File: config.mk
export PLATFORM = sky130hd
export DESIGN_NAME = stk_flag_exec
export DESIGN_NICKNAME = d
export VERILOG_FILES = /design/src/rtl/stk_flag_pkg.sv /design/src/rtl/stk_seq.sv /design/src/rtl/stk_ptr.sv /design/src/rtl/stk_regs.sv /design/src/rtl/stk_flag_exec.sv
export SDC_FILE = /design/constraint.sdc
export NUM_CORES = 1
export LEC_CHECK = 0
export ABC_CLOCK_PERIOD_IN_PS = 3900
export BUFFER_PORTS_ARGS = -buffer_cell sky130_fd_sc_hd__buf_2
export CORE_MARGIN = 4
export CORE_UTILIZATION = 41
export DETAILED_ROUTE_END_ITERATION = 8
export GPL_TIMING_DRIVEN = 0
export PLACE_DENSITY_LB_ADDON = 0.2
export SLEW_MARGIN = 25
export SYNTH_ARGS = -nofsm -noshare
export SYNTH_HDL_FRONTEND = slang
export SYNTH_HIERARCHICAL = 1
export SYNTH_SLANG_ARGS = --single-unit
File: constraint.sdc
create_clock -name clk -period 3.9 [get_ports clk]
set_input_delay 0.39 -clock clk [delete_from_list [all_inputs] [get_ports clk]]
set_output_delay 0.39 -clock clk [all_outputs]
set_load 0.005 [all_outputs]
File: src/rtl/stk_flag_pkg.sv
package stk_flag_pkg;
   localparam int STEP_W = 3;

   localparam logic [3:0] OPC_NOP = 4'd0;
   localparam logic [3:0] OPC_CLC = 4'd1;
   localparam logic [3:0] OPC_SEC = 4'd2;
   localparam logic [3:0] OPC_CLI = 4'd3;
   localparam logic [3:0] OPC_SEI = 4'd4;
   localparam logic [3:0] OPC_CLV = 4'd5;
   localparam logic [3:0] OPC_CLD = 4'd6;
   localparam logic [3:0] OPC_SED = 4'd7;
   localparam logic [3:0] OPC_PHA = 4'd8;
   localparam logic [3:0] OPC_PLA = 4'd9;
   localparam logic [3:0] OPC_PHP = 4'd10;
   localparam logic [3:0] OPC_PLP = 4'd11;
   localparam logic [3:0] OPC_RTI = 4'd12;

   localparam int FL_C = 0;
   localparam int FL_Z = 1;
   localparam int FL_I = 2;
   localparam int FL_D = 3;
   localparam int FL_B = 4;
   localparam int FL_U = 5;
   localparam int FL_V = 6;
   localparam int FL_N = 7;

   // bits forced on push of status and cleared on pull of status
   localparam logic [7:0] STK_SPECIAL = 8'h30;

   // index of the final step of each operation (cycle count minus one)
   function automatic logic [STEP_W-1:0] last_step(input logic [3:0] op);
      case (op)
         OPC_PHA, OPC_PHP: last_step = STEP_W'(1);
         OPC_PLA, OPC_PLP: last_step = STEP_W'(2);
         OPC_RTI:          last_step = STEP_W'(5);
         default:          last_step = STEP_W'(0);
      endcase
   endfunction
endpackage

File: src/rtl/stk_seq.sv
module stk_seq
   import stk_flag_pkg::*;
(
   input  logic              clk,
   input  logic              rst_n,
   input  logic              start,
   input  logic [3:0]        op_in,
   output logic              busy,
   output logic [3:0]        cur_op,
   output logic [STEP_W-1:0] step,
   output logic              done
);
   logic              busy_r;
   logic [3:0]        op_r;
   logic [STEP_W-1:0] step_r;

   assign done   = busy_r && (step_r == last_step(op_r));
   assign busy   = busy_r;
   assign cur_op = op_r;
   assign step   = step_r;

   always_ff @(posedge clk) begin
      if (!rst_n) begin
         busy_r <= 1'b0;
         op_r   <= OPC_NOP;
         step_r <= '0;
      end else if (!busy_r) begin
         if (start) begin
            busy_r <= 1'b1;
            op_r   <= op_in;
            step_r <= '0;
         end
      end else if (done) begin
         busy_r <= 1'b0;
         step_r <= '0;
      end else begin
         step_r <= step_r + STEP_W'(1);
      end
   end
endmodule

File: src/rtl/stk_ptr.sv
module stk_ptr #(
   parameter int          PTR_W    = 8,
   parameter logic [7:0]  PAGE     = 8'h01,
   parameter logic [7:0]  SP_RESET = 8'hFF,
   localparam int         ADDR_W   = PTR_W + 8
) (
   input  logic              clk,
   input  logic              rst_n,
   input  logic              inc,
   input  logic              dec,
   output logic [PTR_W-1:0]  sp,
   output logic [ADDR_W-1:0] addr
);
   logic [PTR_W-1:0] sp_r;

   always_ff @(posedge clk) begin
      if (!rst_n)   sp_r <= PTR_W'(SP_RESET);
      else if (inc) sp_r <= sp_r + PTR_W'(1);
      else if (dec) sp_r <= sp_r - PTR_W'(1);
   end

   assign sp   = sp_r;
   assign addr = {PAGE, sp_r};
endmodule

File: src/rtl/stk_regs.sv
module stk_regs #(
   parameter int         DATA_W  = 8,
   parameter logic [7:0] P_RESET = 8'h24
) (
   input  logic                clk,
   input  logic                rst_n,
   input  logic                acc_ld,
   input  logic [DATA_W-1:0]   acc_d,
   input  logic                st_ld,
   input  logic [DATA_W-1:0]   st_d,
   input  logic [DATA_W-1:0]   st_set,
   input  logic [DATA_W-1:0]   st_clr,
   input  logic                pcl_ld,
   input  logic                pch_ld,
   input  logic [DATA_W-1:0]   pc_byte,
   output logic [DATA_W-1:0]   acc,
   output logic [DATA_W-1:0]   status,
   output logic [2*DATA_W-1:0] pc
);
   logic [DATA_W-1:0] acc_r, pcl_r, pch_r;
   logic [DATA_W-1:0] st_r;

   always_ff @(posedge clk) begin
      if (!rst_n) begin
         acc_r <= '0;
         pcl_r <= '0;
         pch_r <= '0;
      end else begin
         if (acc_ld) acc_r <= acc_d;
         if (pcl_ld) pcl_r <= pc_byte;
         if (pch_ld) pch_r <= pc_byte;
      end
   end

   // one flip-flop per status bit with its own load/set/clear priority
   for (genvar i = 0; i < DATA_W; i++) begin : g_flag
      always_ff @(posedge clk) begin
         if (!rst_n)         st_r[i] <= P_RESET[i];
         else if (st_ld)     st_r[i] <= st_d[i];
         else if (st_set[i]) st_r[i] <= 1'b1;
         else if (st_clr[i]) st_r[i] <= 1'b0;
      end
   end

   assign acc    = acc_r;
   assign status = st_r;
   assign pc     = {pch_r, pcl_r};
endmodule

File: src/rtl/stk_flag_exec.sv
module stk_flag_exec
   import stk_flag_pkg::*;
#(
   parameter int         DATA_W     = 8,
   parameter logic [7:0] STACK_PAGE = 8'h01,
   parameter logic [7:0] SP_RESET   = 8'hFF,
   parameter logic [7:0] P_RESET    = 8'h24,
   localparam int        ADDR_W     = 2 * DATA_W
) (
   input  logic              clk,
   input  logic              rst_n,
   input  logic              start,
   input  logic [3:0]        op_code,
   output logic [ADDR_W-1:0] mem_addr,
   output logic [DATA_W-1:0] mem_wdata,
   input  logic [DATA_W-1:0] mem_rdata,
   output logic              mem_we,
   output logic              mem_re,
   output logic              busy,
   output logic              done,
   output logic [DATA_W-1:0] acc_q,
   output logic [DATA_W-1:0] sp_q,
   output logic [DATA_W-1:0] status_q,
   output logic [ADDR_W-1:0] ret_pc
);
   if (DATA_W != 8) begin : g_bad_width
      $error("stk_flag_exec: DATA_W must be 8");
   end
   if (P_RESET[FL_B] || !P_RESET[FL_U]) begin : g_bad_reset
      $error("stk_flag_exec: P_RESET must have bit 5 set and bit 4 clear");
   end

   logic [3:0]        cur_op;
   logic [STEP_W-1:0] step;
   logic              sp_inc, sp_dec;
   logic              acc_ld, st_ld, pcl_ld, pch_ld;
   logic [DATA_W-1:0] st_d, st_set, st_clr;

   stk_seq u_seq (
      .clk    (clk),
      .rst_n  (rst_n),
      .start  (start),
      .op_in  (op_code),
      .busy   (busy),
      .cur_op (cur_op),
      .step   (step),
      .done   (done)
   );

   stk_ptr #(
      .PTR_W    (DATA_W),
      .PAGE     (STACK_PAGE),
      .SP_RESET (SP_RESET)
   ) u_ptr (
      .clk   (clk),
      .rst_n (rst_n),
      .inc   (sp_inc),
      .dec   (sp_dec),
      .sp    (sp_q),
      .addr  (mem_addr)
   );

   stk_regs #(
      .DATA_W  (DATA_W),
      .P_RESET (P_RESET)
   ) u_regs (
      .clk     (clk),
      .rst_n   (rst_n),
      .acc_ld  (acc_ld),
      .acc_d   (mem_rdata),
      .st_ld   (st_ld),
      .st_d    (st_d),
      .st_set  (st_set),
      .st_clr  (st_clr),
      .pcl_ld  (pcl_ld),
      .pch_ld  (pch_ld),
      .pc_byte (mem_rdata),
      .acc     (acc_q),
      .status  (status_q),
      .pc      (ret_pc)
   );

   assign mem_wdata = (cur_op == OPC_PHP) ? (status_q | STK_SPECIAL) : acc_q;

   // per-step control decode
   always_comb begin
      sp_inc = 1'b0;
      sp_dec = 1'b0;
      mem_we = 1'b0;
      mem_re = 1'b0;
      acc_ld = 1'b0;
      st_ld  = 1'b0;
      st_d   = status_q;
      st_set = '0;
      st_clr = '0;
      pcl_ld = 1'b0;
      pch_ld = 1'b0;
      if (busy) begin
         case (cur_op)
            OPC_CLC: st_clr[FL_C] = 1'b1;
            OPC_SEC: st_set[FL_C] = 1'b1;
            OPC_CLI: st_clr[FL_I] = 1'b1;
            OPC_SEI: st_set[FL_I] = 1'b1;
            OPC_CLV: st_clr[FL_V] = 1'b1;
            OPC_CLD: st_clr[FL_D] = 1'b1;
            OPC_SED: st_set[FL_D] = 1'b1;
            OPC_PHA, OPC_PHP: begin
               if (step == STEP_W'(0)) begin
                  mem_we = 1'b1;
                  sp_dec = 1'b1;
               end
            end
            OPC_PLA, OPC_PLP: begin
               if (step == STEP_W'(0)) sp_inc = 1'b1;
               if (step == STEP_W'(1)) mem_re = 1'b1;
               if (step == STEP_W'(2)) begin
                  st_ld = 1'b1;
                  if (cur_op == OPC_PLA) begin
                     acc_ld      = 1'b1;
                     st_d[FL_N]  = mem_rdata[DATA_W-1];
                     st_d[FL_Z]  = (mem_rdata == '0);
                  end else begin
                     st_d = mem_rdata & ~STK_SPECIAL;
                  end
               end
            end
            OPC_RTI: begin
               case (step)
                  STEP_W'(0): sp_inc = 1'b1;
                  STEP_W'(1): begin
                     mem_re = 1'b1;
                     sp_inc = 1'b1;
                  end
                  STEP_W'(2): begin
                     mem_re = 1'b1;
                     sp_inc = 1'b1;
                     st_ld  = 1'b1;
                     st_d   = mem_rdata & ~STK_SPECIAL;
                  end
                  STEP_W'(3): begin
                     mem_re = 1'b1;
                     pcl_ld = 1'b1;
                  end
                  STEP_W'(4): pch_ld = 1'b1;
                  default: ;
               endcase
            end
            default: ;
         endcase
      end
   end
endmodule

==> out/qor.yml <==
clocking:
  cts-buffers-inserted: 5
  worst_setup_hold_path_clk_slew_ps: 90
  cts_root_buffer: "clkbuf_8"
  tritoncts: "yes"
  cts-htree-levels: 2
  later_pin_clock_latency_in_the_skew_report_ps: 300
  max-clock-path-buffers: 2
  cts.sink_count: 48
yosys:
  synth_seq_area_share_pct: 33.41
  mean_instance_size_in_the_synthesized_netlist_um2: 9.190
  synth-main-ff-cell: "dfxtp_1"
  synth-seq-cells: 48
  synth_cell_types: 62
  synth_enable_flop_cells: 0
  synth_top_cell_area_share_pct: 33.41
  synth_top_cells_by_area: "dfxtp_1 33%, mux2i_1 9.7%, nor2b_1 7.8%"
  synthCells: 313
  synthMostInstantiatedCell: "dfxtp_1"
  synth_top_cell_by_area: "dfxtp_1"
  synth_area_um2: 2877
  synth.yosys.warnings: 6
  synthArstFlopShare_pct: 0
  synth_commonest_cells: "48 x dfxtp_1, 36 x nor2b_1, 28 x mux2i_1"
placed_design:
  io_buffer_count: 74
  hpwl_um: 5233
  place.gp.congestion: 0.8433
  dpl_cell_area_um2: 3420
grt:
  vias_in_the_first_global_route: 2369
  grt_overflow_total: 0
  globalRouteTotalUtil_pct: 16.85
  largest_net_degree_at_the_start_of_global_routing: 16
  antenna_found_initial: 0
  global_route_wire_length_before_repair_um: 11520
worst_setup_path:
  cp-start-kind: "register"
  cpMaxStageDelayCell: "dfxtp_1"
  worstSetupEndpointType: "register"
  critical_path_peak_fanout: 9
  worst_endpoint_required_time_ps: 4100
  cp_data_arrival_time_ps: 3720
  crit_path_cell_trace: "buf_6 -> nand4bb_1 -> o21a_1 -> o22a_1 -> nor2_1 -> clkbuf_2 -> inv_1 -> ha_1 -> a211oi_2 -> nor3_1 -> o211a_1 -> a2111oi_1 -> mux2_1"
  worstSetupPathType: "reg2reg"
  worst_path_dominant_cell_family: "compound AO/OA/AOI/OAI gates"
  critical_path.n_buffers_inverters: 3
  max_stage_delay_ps: 380
  timing.reg2reg.setup_slack_ps: 380
final_layout:
  design_area_um2: 3503
  final.fill_count: 671
  post_route_cells_drive_above_1_share_pct: 33.33
  antenna_cells_inserted: 0
  flow.area_growth_from_synthesis_pct: 21.79
  nets: 431
min_path:
  worst_hold_path_type: "in2reg"
timing:
  setup_tns_ps: 0
  timing.final.crit_period_ps: 3523
  final_max_tran_viols: 0
  final.period_utilization_pct: 90.33
  grt_setup_unrepaired: "false"
  setup_violations: 0
  achievable-frequency_mhz: 283.9
  maxSlewHeadroom_pct: 54.91
  skew_ps: 5.806
  hold_viol_final: 0
  transition_time_at_the_pin_with_the_least_slew_margin_ps: 671.2
power_and_ir_drop:
  static-leakage-power_nw: 1.462
  vdd_ir_drop_max_uv: 153.4
  p_sw_w: 0.0002540
  power_share_of_the_combinational_group_pct: 13.4
  netSwitchingFraction_pct: 27.06
  pwr-share-seq_pct: 55.4
  clkPwrFrac_pct: 31.2
  internal-power_w: 0.0006847
  power_per_cell_area_nw_per_um2: 267.9
detailed_routing:
  detail_route.wl_per_cell_um: 13.96
  detail_route_antenna_nets: 0
  drt-total-wl_um: 7037
  drt-initial-drc-count: 100
  drc_errors: 0
  vias: 2445
  routed_via_density: 4.851
  drtPass1Iterations: 4
floorplan:
  die_h_um: 91.76
  fp-row-count: 30
  die_area_um2: 8420
  io-pin-count: 83
  die_width_um: 91.76
  floorplan.initialDensity_pct: 42.34
  core_area_um2: 6794
outcome:
  outcome: "finished clean"
job:
  drv.max_cap_violation_count: 0
==> state kept, by name, indices dropped and copies added (netlist names) <==
name and cells:
u_regs/status 8, u_regs/pcl_r 8, u_seq/busy 1, u_ptr/sp 8, u_regs/acc 8, u_seq/cur_op 4
u_regs/pch_r 8, u_seq/step 3
==> power groups by stage <==
stage / Combinational (W) / Clock (W) / Sequential, W
3_5_place_dp: 0.000126 / 0 / 0.000531
6_report: 0.000126 / 0.000293 / 0.000520
2_1_floorplan: 0.0000847 / 0 / 0.000527
5_1_grt: 0.000141 / 0.000328 / 0.000523
3_3_place_gp: 0.000124 / 0 / 0.000531
4_1_cts: 0.000127 / 0.000305 / 0.000520
==> final cells by class <==
| cell class | instances | area [um^2] | share of cell area, % |
|---|---|---|---|
| Buffer | 28 | 214.0 | 6.107 |
| Clock buffer | 5 | 68.82 | 1.964 |
| Clock inverter | 2 | 12.51 | 0.3571 |
| Inverter | 9 | 33.78 | 0.9643 |
| Multi-Input combinational cell | 242 | 1722 | 49.14 |
| Sequential cell | 48 | 962.2 | 27.46 |
| Tap cell | 96 | 120.1 | 3.429 |
| Timing Repair Buffer | 74 | 370.4 | 10.57 |
==> metrics by stage <==
step                std cells  total power (W)  hold WS (ps)  util (%)  setup WS (ps)
floorplan                 327        0.0006113         495.2         -          650.8
global placement          497        0.0006548         493.9     50.33          248.2
detailed placement        497        0.0006574         501.7     50.33          204.2
CTS                       504        0.0009515         346.3     51.53          166.9
global route              504        0.0009922         357.1     51.57          129.8
finish                    504        0.0009387         348.1     51.57          377.2
==> placed cells by master, fill, tap and decap left out, types with 3 or more instances in the layout <==
master and instances:
o21ai_0 3, o211ai_1 3, a21oi_1 20, o21ai_1 8, nand3_1 3, buf_6 6, ha_1 7, conb_1 17
o21ai_2 3, nand2b_1 5, inv_1 8, mux2i_1 28, buf_4 16, nor3b_1 3, mux2_2 7, dfxtp_1 47
nor4_1 3, buf_2 76, nor2_1 16, nand2_1 16, a21o_1 3, or2b_1 3, xor2_1 5, clkbuf_8 5
nor3_1 9, nand3b_1 3, nor2b_1 36, mux2_4 4, o21a_1 3
==> worst paths after layout <==
kind	startpoint	endpoint	cells after the start
max	u_seq/cur_op[0]	u_ptr/sp[7]	13
min reg2reg	u_regs/pcl_r[4]	u_regs/pcl_r[4]	2
max reg2reg	u_seq/cur_op[0]	u_ptr/sp[7]	13
min	op_code[0]	u_seq/cur_op[0]	3
==> kinds of logic (layout without fill, tap and decap cells) <==
| kind of cell | after synthesis | in the layout | synth area share [%] |
|---|---|---|---|
| AND/OR/NAND/NOR | 113 | 113 | 23.23 |
| AO/OA/AOI/OAI | 58 | 58 | 13.88 |
| flip-flops | 48 | 48 | 33.41 |
| multiplexers | 40 | 40 | 14.96 |
| buffers and inverters | 37 | 118 | 8.569 |
| adder cells (fa/ha/maj) | 8 | 8 | 3.741 |
| XOR/XNOR | 6 | 6 | 1.827 |
| other | 3 | 17 | 0.3914 |
==> per-layer routing <==
metal,GRT usage [%],vias to the layer above,wire (um)
met4,4.703,0,38
li1,-,1253,-
met3,3.856,6,363
met5,0,-,0
met1,21.68,1124,3271
met2,28.24,62,3364
==> worst reg2reg max path: stages, from the launching register on <==
cell       delay (ps)
dfxtp_1           380
buf_6             170
nand4bb_1         260
o21a_1            180
o22a_1            180
nor2_1            120
clkbuf_2          210
inv_1             180
ha_1              360
a211oi_2          300
nor3_1            120
o211a_1           220
a2111oi_1         380
mux2_1            350
==> what timing repair did <==
item	CTS	global route
buffers inserted	0	0
endpoints found under the setup margin	0	1
hold buffers	0	0
gates resized for setup	0	3
Note: power is estimated with default switching activity, not from simulation.
